$ cat src/rtl/i2c_cmd_pkg.sv
package i2c_cmd_pkg;

    typedef enum logic [2:0] {
        ST_IDLE,
        ST_START,
        ST_BYTE,
        ST_ACK,
        ST_STOP,
        ST_PARK
    } mst_state_t;

    localparam int CB_RUN   = 0;
    localparam int CB_START = 1;
    localparam int CB_STOP  = 2;
    localparam int CB_ACK   = 3;
    localparam int CB_RSV_LO = 4;
    localparam int CB_RSV_HI = 6;
    localparam int CB_SRST  = 7;

endpackage

$ cat src/rtl/i2c_qtr_timer.sv
module i2c_qtr_timer #(
    parameter int QDIV = 4
) (
    input  logic clk,
    input  logic rst_n,
    input  logic restart,
    output logic tick
);
    localparam int CW = (QDIV > 2) ? $clog2(QDIV) : 1;
    localparam logic [CW-1:0] LAST = CW'(QDIV - 1);

    logic [CW-1:0] cnt;

    always_ff @(posedge clk or negedge rst_n) begin
        if (!rst_n)
            cnt <= '0;
        else if (restart || cnt == LAST)
            cnt <= '0;
        else
            cnt <= cnt + 1'b1;
    end

    assign tick = (cnt == LAST) && !restart;
endmodule

$ cat src/rtl/i2c_byte_shreg.sv
module i2c_byte_shreg #(
    parameter int W = 8
) (
    input  logic         clk,
    input  logic         rst_n,
    input  logic         load,
    input  logic [W-1:0] din,
    input  logic         shift,
    input  logic         bit_in,
    output logic [W-1:0] q
);
    always_ff @(posedge clk or negedge rst_n) begin
        if (!rst_n)
            q <= '0;
        else if (load)
            q <= din;
        else if (shift)
            q <= {q[W-2:0], bit_in};
    end
endmodule

$ cat src/rtl/i2c_cmd_master.sv
module i2c_cmd_master
    import i2c_cmd_pkg::*;
#(
    parameter int QDIV = 4,
    parameter int DW   = 8
) (
    input  logic          clk,
    input  logic          rst_n,
    input  logic          ctl_we,
    input  logic [7:0]    ctl_wd,
    input  logic          sla_we,
    input  logic [DW-1:0] sla_wd,
    input  logic          txd_we,
    input  logic [DW-1:0] txd_wd,
    output logic [DW-1:0] rxd,
    output logic          busy,
    output logic          err,
    output logic          addr_nack,
    output logic          data_nack,
    output logic          bus_held,
    output logic          irq,
    output logic          scl_drv_low,
    output logic          sda_drv_low,
    input  logic          sda_in
);
    localparam int BCW = (DW > 2) ? $clog2(DW) : 1;
    localparam logic [BCW-1:0] BIT_LAST = BCW'(DW - 1);

    mst_state_t     state, state_n;
    logic [1:0]     phase, phase_n;
    logic           tick;
    logic [BCW-1:0] bit_cnt;
    logic [DW-1:0]  sla_q, txd_q, sh_q, sh_din;
    logic           ack_en, stop_en, last_rd, cur_rd, is_addr, nack_q, held_q;
    logic           srst, cmd_ok, clr_irq, go_start, go_data, go_stop, launch;
    logic           last_ph, nack_now, byte_last, sh_load, sh_shift, fin;

    // command decode
    assign srst     = ctl_we && ctl_wd[CB_SRST];
    assign clr_irq  = ctl_we && !ctl_wd[CB_SRST] && (state == ST_IDLE);
    assign cmd_ok   = clr_irq && (ctl_wd[CB_RSV_HI:CB_RSV_LO] == '0);
    assign go_start = cmd_ok && ctl_wd[CB_RUN] && ctl_wd[CB_START];
    assign go_data  = cmd_ok && ctl_wd[CB_RUN] && !ctl_wd[CB_START] && held_q;
    assign go_stop  = cmd_ok && !ctl_wd[CB_RUN] && ctl_wd[CB_STOP] && held_q;
    assign launch   = go_start || go_data || go_stop;

    assign last_ph   = tick && (phase == 2'd3);
    assign nack_now  = nack_q && (is_addr || !cur_rd);
    assign byte_last = (bit_cnt == BIT_LAST);
    assign fin       = (state == ST_STOP && last_ph) ||
                       (state == ST_PARK && tick && phase == 2'd1);

    assign sh_load  = go_start || go_data ||
                      (state == ST_ACK && last_ph && is_addr && !nack_now);
    assign sh_din   = go_start ? sla_q : txd_q;
    assign sh_shift = (state == ST_BYTE) && tick && (phase == 2'd2);

    i2c_qtr_timer #(.QDIV(QDIV)) u_timer (
        .clk     (clk),
        .rst_n   (rst_n),
        .restart (launch || srst),
        .tick    (tick)
    );

    i2c_byte_shreg #(.W(DW)) u_shreg (
        .clk    (clk),
        .rst_n  (rst_n),
        .load   (sh_load),
        .din    (sh_din),
        .shift  (sh_shift),
        .bit_in (sda_in),
        .q      (sh_q)
    );

    // next-state decision
    always_comb begin
        state_n = state;
        phase_n = phase;
        unique case (state)
            ST_IDLE: begin
                phase_n = 2'd0;
                if (go_start)     state_n = ST_START;
                else if (go_data) state_n = ST_BYTE;
                else if (go_stop) state_n = ST_STOP;
            end
            ST_START, ST_BYTE, ST_ACK, ST_STOP: begin
                if (tick) phase_n = phase + 2'd1;
                if (last_ph) begin
                    unique case (state)
                        ST_START: state_n = ST_BYTE;
                        ST_BYTE:  if (byte_last) state_n = ST_ACK;
                        ST_ACK: begin
                            if (nack_now)     state_n = ST_STOP;
                            else if (is_addr) state_n = ST_BYTE;
                            else if (stop_en) state_n = ST_STOP;
                            else              state_n = ST_PARK;
                        end
                        default:  state_n = ST_IDLE;
                    endcase
                end
            end
            ST_PARK: begin
                if (tick) phase_n = phase + 2'd1;
                if (fin) begin
                    state_n = ST_IDLE;
                    phase_n = 2'd0;
                end
            end
            default: state_n = ST_IDLE;
        endcase
        if (srst) begin
            state_n = ST_IDLE;
            phase_n = 2'd0;
        end
    end

    // state register
    always_ff @(posedge clk or negedge rst_n) begin
        if (!rst_n) begin
            state <= ST_IDLE;
            phase <= 2'd0;
        end else begin
            state <= state_n;
            phase <= phase_n;
        end
    end

    // cycle context and status
    always_ff @(posedge clk or negedge rst_n) begin
        if (!rst_n) begin
            sla_q <= '0; txd_q <= '0; rxd <= '0; bit_cnt <= '0;
            ack_en <= 1'b0; stop_en <= 1'b0; last_rd <= 1'b0; cur_rd <= 1'b0;
            is_addr <= 1'b0; nack_q <= 1'b0; held_q <= 1'b0;
            err <= 1'b0; addr_nack <= 1'b0; data_nack <= 1'b0; irq <= 1'b0;
        end else if (srst) begin
            sla_q <= '0; txd_q <= '0; rxd <= '0; bit_cnt <= '0;
            ack_en <= 1'b0; stop_en <= 1'b0; last_rd <= 1'b0; cur_rd <= 1'b0;
            is_addr <= 1'b0; nack_q <= 1'b0; held_q <= 1'b0;
            err <= 1'b0; addr_nack <= 1'b0; data_nack <= 1'b0; irq <= 1'b0;
        end else begin
            if (sla_we) sla_q <= sla_wd;
            if (txd_we) txd_q <= txd_wd;
            if (clr_irq) irq <= 1'b0;
            if (launch) begin
                ack_en    <= ctl_wd[CB_ACK];
                stop_en   <= ctl_wd[CB_STOP];
                err       <= 1'b0;
                addr_nack <= 1'b0;
                data_nack <= 1'b0;
                bit_cnt   <= '0;
            end
            if (go_start) begin
                is_addr <= 1'b1;
                cur_rd  <= sla_q[0];
                last_rd <= sla_q[0];
            end
            if (go_data) begin
                is_addr <= 1'b0;
                cur_rd  <= last_rd;
            end
            if (state == ST_BYTE && last_ph) begin
                bit_cnt <= byte_last ? '0 : bit_cnt + 1'b1;
                if (byte_last && cur_rd && !is_addr) rxd <= sh_q;
            end
            if (state == ST_ACK && tick && phase == 2'd2) nack_q <= sda_in;
            if (state == ST_ACK && last_ph) begin
                if (nack_now) begin
                    err       <= 1'b1;
                    addr_nack <= is_addr;
                    data_nack <= !is_addr;
                end else if (is_addr) begin
                    is_addr <= 1'b0;
                end
            end
            if (fin) begin
                irq    <= 1'b1;
                held_q <= (state == ST_PARK);
            end
        end
    end

    // line drivers, set for the phase being entered
    always_ff @(posedge clk or negedge rst_n) begin
        if (!rst_n) begin
            scl_drv_low <= 1'b0;
            sda_drv_low <= 1'b0;
        end else if (srst) begin
            scl_drv_low <= 1'b0;
            sda_drv_low <= 1'b0;
        end else if (tick && state != ST_IDLE) begin
            unique case (state_n)
                ST_START: begin
                    if (phase_n == 2'd1) begin scl_drv_low <= 1'b0; sda_drv_low <= 1'b0; end
                    if (phase_n == 2'd2) sda_drv_low <= 1'b1;
                    if (phase_n == 2'd3) scl_drv_low <= 1'b1;
                end
                ST_BYTE: begin
                    if (phase_n == 2'd0) scl_drv_low <= 1'b1;
                    if (phase_n == 2'd1) sda_drv_low <= (cur_rd && !is_addr) ? 1'b0 : !sh_q[DW-1];
                    if (phase_n == 2'd2) scl_drv_low <= 1'b0;
                end
                ST_ACK: begin
                    if (phase_n == 2'd0) scl_drv_low <= 1'b1;
                    if (phase_n == 2'd1) sda_drv_low <= (cur_rd && !is_addr) ? ack_en : 1'b0;
                    if (phase_n == 2'd2) scl_drv_low <= 1'b0;
                end
                ST_STOP: begin
                    if (phase_n == 2'd0) scl_drv_low <= 1'b1;
                    if (phase_n == 2'd1) sda_drv_low <= 1'b1;
                    if (phase_n == 2'd2) scl_drv_low <= 1'b0;
                    if (phase_n == 2'd3) sda_drv_low <= 1'b0;
                end
                ST_PARK: begin
                    if (phase_n == 2'd0) scl_drv_low <= 1'b1;
                    if (phase_n == 2'd1) sda_drv_low <= 1'b0;
                end
                default: ;
            endcase
        end
    end

    assign busy     = (state != ST_IDLE);
    assign bus_held = held_q;
endmodule

$ cat config.mk
export PLATFORM = sky130hd
export DESIGN_NAME = i2c_cmd_master
export DESIGN_NICKNAME = d
export VERILOG_FILES = /design/src/rtl/i2c_cmd_pkg.sv /design/src/rtl/i2c_qtr_timer.sv /design/src/rtl/i2c_byte_shreg.sv /design/src/rtl/i2c_cmd_master.sv
export SDC_FILE = /design/constraint.sdc
export NUM_CORES = 1
export LEC_CHECK = 0
export BUFFER_PORTS_ARGS = -buffer_cell sky130_fd_sc_hd__buf_2
export CAP_MARGIN = 0
export CORE_MARGIN = 2
export CORE_UTILIZATION = 25
export CTS_BUF_LIST = sky130_fd_sc_hd__clkbuf_16
export CTS_CLUSTER_SIZE = 24
export DETAILED_ROUTE_END_ITERATION = 8
export GPL_TIMING_DRIVEN = 0
export SYNTH_ARGS = -nofsm -noshare
export SYNTH_HDL_FRONTEND = slang
export SYNTH_HIERARCHICAL = 1
export SYNTH_SLANG_ARGS = --single-unit
$ cat constraint.sdc
create_clock -name clk -period 3.7 [get_ports clk]
set_input_delay 0.74 -clock clk [delete_from_list [all_inputs] [get_ports clk]]
set_output_delay 0.74 -clock clk [all_outputs]
set_load 0.02 [all_outputs]
==> impl_summary.md <==
Setup path
The signal arrival time at the worst endpoint is 3.77 ns. Walking the worst path, the cells encountered are buf_2 -> or4b_4 -> a2111o_1 -> clkbuf_8 -> nand2_2 -> nor2b_1 -> clkbuf_4 -> and2_2 -> and4_2 -> or3_4 -> a211o_2 -> a21oi_2 -> mux2_1. The start-to-end type of the worst setup path is in -> reg.

The required arrival time at the worst endpoint is 3.88 ns. In this run the worst path has a maximum fanout of 10. The slowest stage of the critical path belongs to the cell sky130_fd_sc_hd__or4b_4. The critical path startpoint category is a primary input. The depth of the worst register-to-register path is 13.

For this run, the slowest stage of the critical path takes 0.57 ns. In this run the critical register-to-register path is launched from state[0]. The worst setup path is captured at a flip-flop.

The startpoint of the worst setup timing path is ctl_wd[5].

STA
The minimum clock period after layout is 3.59 ns. The clock skew is 0.00332 ns. The final max-slew violation count is 0.

For the pin with the worst max-slew slack, the measured transition is 1.03 ns. The final-report setup violation count is 0. The final critical-path share of the clock period is 0.970. The worst pin sits at a relative slew slack of 0.308.

Setup repair after global routing left no endpoint under its margin. The number of hold violations in the final report came to 0. On the final layout, the worst hold slack is 0.399 ns.

The maximum achievable frequency is 278 MHz. Adding up every negative setup slack in the final design gives 0 ns.

Power and ir drop
The power density over the cells is 378 mW/mm². The analysis attributes to cell leakage a power of 1.73 nW. The total power of the final layout is 1.38 mW. IR analysis of the VDD net gives a maximum drop of 0.000235 V.

Yosys
The number of enable-type register cells in the synthesized netlist is 0. The flip-flop and latch count after synthesis is 55. The share of Yosys cell area claimed by the top area cell type is 0.457. The biggest area contributor in the post-synthesis netlist is sky130_fd_sc_hd__dfrtp_1. For this run, the leading register cell type out of synthesis is sky130_fd_sc_hd__dfrtp_1. By area the synthesized netlist is led by sky130_fd_sc_hd__dfrtp_1 46%, sky130_fd_sc_hd__mux2i_1 13%, sky130_fd_sc_hd__nor2_1 5.0%.

After technology mapping, the gate count stands at 300. The mean instance size in the synthesized netlist is 10.0 µm². In the synthesized netlist the async set-or-reset flop fraction comes to 1.00. During synthesis, Yosys emitted a total of 6 warnings.

In this run, distinct cell masters in the synthesized netlist total 52. The register area share after synthesis is 0.457. Synthesis produced a netlist with a net count of 336. The area of the mapped netlist is 0.00301 mm².

Global route
For this run, global-route usage on met3 was measured as 0.0292. The busiest layer in global routing is met2. For this run, global-route usage on met1 was measured as 0.160.

For this run the aggregate overflow at the end of global routing stands at 0. The number of antenna violations at the first check in global routing is 0. Entering global routing, the biggest net connects 56 pins. The wire length of the first global-routing pass is 11.9 mm. The routing usage on met2 is 0.185.

For this run, the total global-route usage over all layers was measured as 0.117. The via count of the first global-routing pass came to 2377.

Finish
Fill cells in the final layout number 1258. The number of antenna diodes in the final layout is 0. The cell area after layout is 0.00366 mm². Leaving out fill and tap cells, the most frequent cells in the layout are 55 x sky130_fd_sc_hd__dfrtp_1, 43 x sky130_fd_sc_hd__buf_2, 40 x sky130_fd_sc_hd__nor2_1, 40 x sky130_fd_sc_hd__mux2i_1, 28 x sky130_fd_sc_hd__nand2_1. The most common library cell in the layout ignoring fill and taps is sky130_fd_sc_hd__dfrtp_1.

Relative to the synthesized area, the layout overhead comes to 21.7%. The number of nets in the layout is 390. In the final layout, the share of cells above drive strength 1 is 0.259.

Clocking
TritonCTS built the clock tree. The tree is rooted in a sky130_fd_sc_hd__clkbuf_16. Clock-pin slew was measured on the worst setup and hold paths at 0.07 ns. For this design, the sink count on the clock tree is 55. The source-to-sink clock delay at the later pin of the worst-skew pair is 0.30 ns.

The maximum root-to-sink buffer count is 2. The H-tree was split into 2 levels. The number of clock buffers added by TritonCTS is 5. The number of buffers inserted by hold repair at cts is 0.

Die
The die covers 0.0129 mm². The core footprint is 0.0119 mm². The die width is 114 µm. The floorplan has 40 rows.

For this configuration, the core starts out at a cell density of 0.254. The die is 114 µm tall. In this run the count of I/O pins placed on the die edge is 46.

Drt
For this run, design rule violations remaining after detail routing come to 0. The via count is 2365. The detailed-route vias per instance is 4.71. The number of iterations in the first detailed-routing pass is 4.

In this run the remaining antenna-violating nets after routing total 0. After detailed routing, the average wire length per cell comes to 14.6 µm. The final wirelength is 7.33 mm. The DRC violation total after the first TritonRoute iteration is 137.

Run status
The run finished with clean final reports.

Placement
The routability-driven placement congestion ratio is 0.838. Port buffering added 43 buffers. The total cell area at the placement stage is 0.00343 mm².

Once detailed placement completed, the half-perimeter wirelength came to 5.42 mm.

Hold path
The worst hold path belongs to the class in -> async.

Run
Across the run, the number of max-cap violations was 0.
## sequential cells by signal (all words and copies together), names as in the netlist, 2 cells and up
name         count
txd_q            8
phase            2
bit_cnt          3
u_shreg/q        8
u_timer/cnt      2
state            3
rxd              8
sla_q            8
## worst max-delay path, delay by kind of cell
family	cells	cell delay [ns]
AO/OA/AOI/OAI	3	0.76
buffers and inverters	3	0.44
multiplexers	1	0.33
AND/OR/NAND/NOR	6	1.49
## cell type report
type                       count  area (µm²)  share of cell area
multi-input combinational    223        1530               0.417
sequential                    55        1380               0.376
timing repair buffer          47         258              0.0704
tap                          147         184              0.0502
clock buffer                   5         125              0.0342
buffer                        16         121              0.0331
clock inverter                 3        50.0              0.0137
inverter                       6        22.5             0.00615
## per-layer routing
layer	wire [µm]	share of wire
met1	3460	0.47
met2	3390	0.46
met3	405	0.055
met4	72	0.0098
met5	0	0
## metrics by stage
stage	setup WS, ns	instances	utilization
finish	0.109	502	0.309
detailed placement	-0.397	490	0.289
global placement	-0.325	490	0.289
floorplan	0.0197	300	-
global route	0.0347	502	0.309
CTS	0.000448	499	0.305
## synthesized netlist by cell type (2+ instances only)
cell type	count
sky130_fd_sc_hd__dfrtp_1	55
sky130_fd_sc_hd__mux2i_1	40
sky130_fd_sc_hd__nor2_1	40
sky130_fd_sc_hd__nand2_1	29
sky130_fd_sc_hd__a21oi_1	13
sky130_fd_sc_hd__clkbuf_1	10
sky130_fd_sc_hd__mux2_2	9
sky130_fd_sc_hd__o21ai_1	9
sky130_fd_sc_hd__nor3_1	7
sky130_fd_sc_hd__ha_1	6
sky130_fd_sc_hd__inv_1	6
sky130_fd_sc_hd__buf_6	5
sky130_fd_sc_hd__o21ai_0	5
sky130_fd_sc_hd__a31oi_1	4
sky130_fd_sc_hd__nand2b_1	4
sky130_fd_sc_hd__nand3_1	4
sky130_fd_sc_hd__nand3b_1	4
sky130_fd_sc_hd__nor2b_1	4
sky130_fd_sc_hd__nand4_1	3
sky130_fd_sc_hd__nor4_1	3
sky130_fd_sc_hd__o31ai_1	3
sky130_fd_sc_hd__or3_1	3
sky130_fd_sc_hd__a32oi_1	2
sky130_fd_sc_hd__and2_2	2
sky130_fd_sc_hd__and3_1	2
sky130_fd_sc_hd__o211ai_1	2
## cells by family after synthesis
family / share of synthesized area
buffers and inverters: 0.0432
flip-flops: 0.457
AND/OR/NAND/NOR: 0.195
AO/OA/AOI/OAI: 0.106
multiplexers: 0.170
XOR/XNOR: 0.00291
adder cells (fa/ha/maj): 0.0249
## repair_timing
action	in CTS	in global routing
cloned	0	0
setup buffers	1	2
endpoints found under the setup margin	2	2
pin swaps	1	2
endpoints found under the hold margin	0	0
resized for setup	1	2
## final timing paths
kind	endpoint	slack [ns]
worst max-delay path	scl_drv_low	0.11
worst min-delay path	bus_held	0.40
max in group asynchronous	txd_q[6]	2.75
worst max register to register	scl_drv_low	0.15
min in group clk	u_timer/cnt[0]	0.45
worst min register to register	u_timer/cnt[0]	0.45
## power by group
part           switching [mW]  internal, mW
Clock                   0.233         0.327
Combinational          0.0863        0.0797
Sequential             0.0213         0.636
Note: power is estimated with default switching activity, not from simulation.
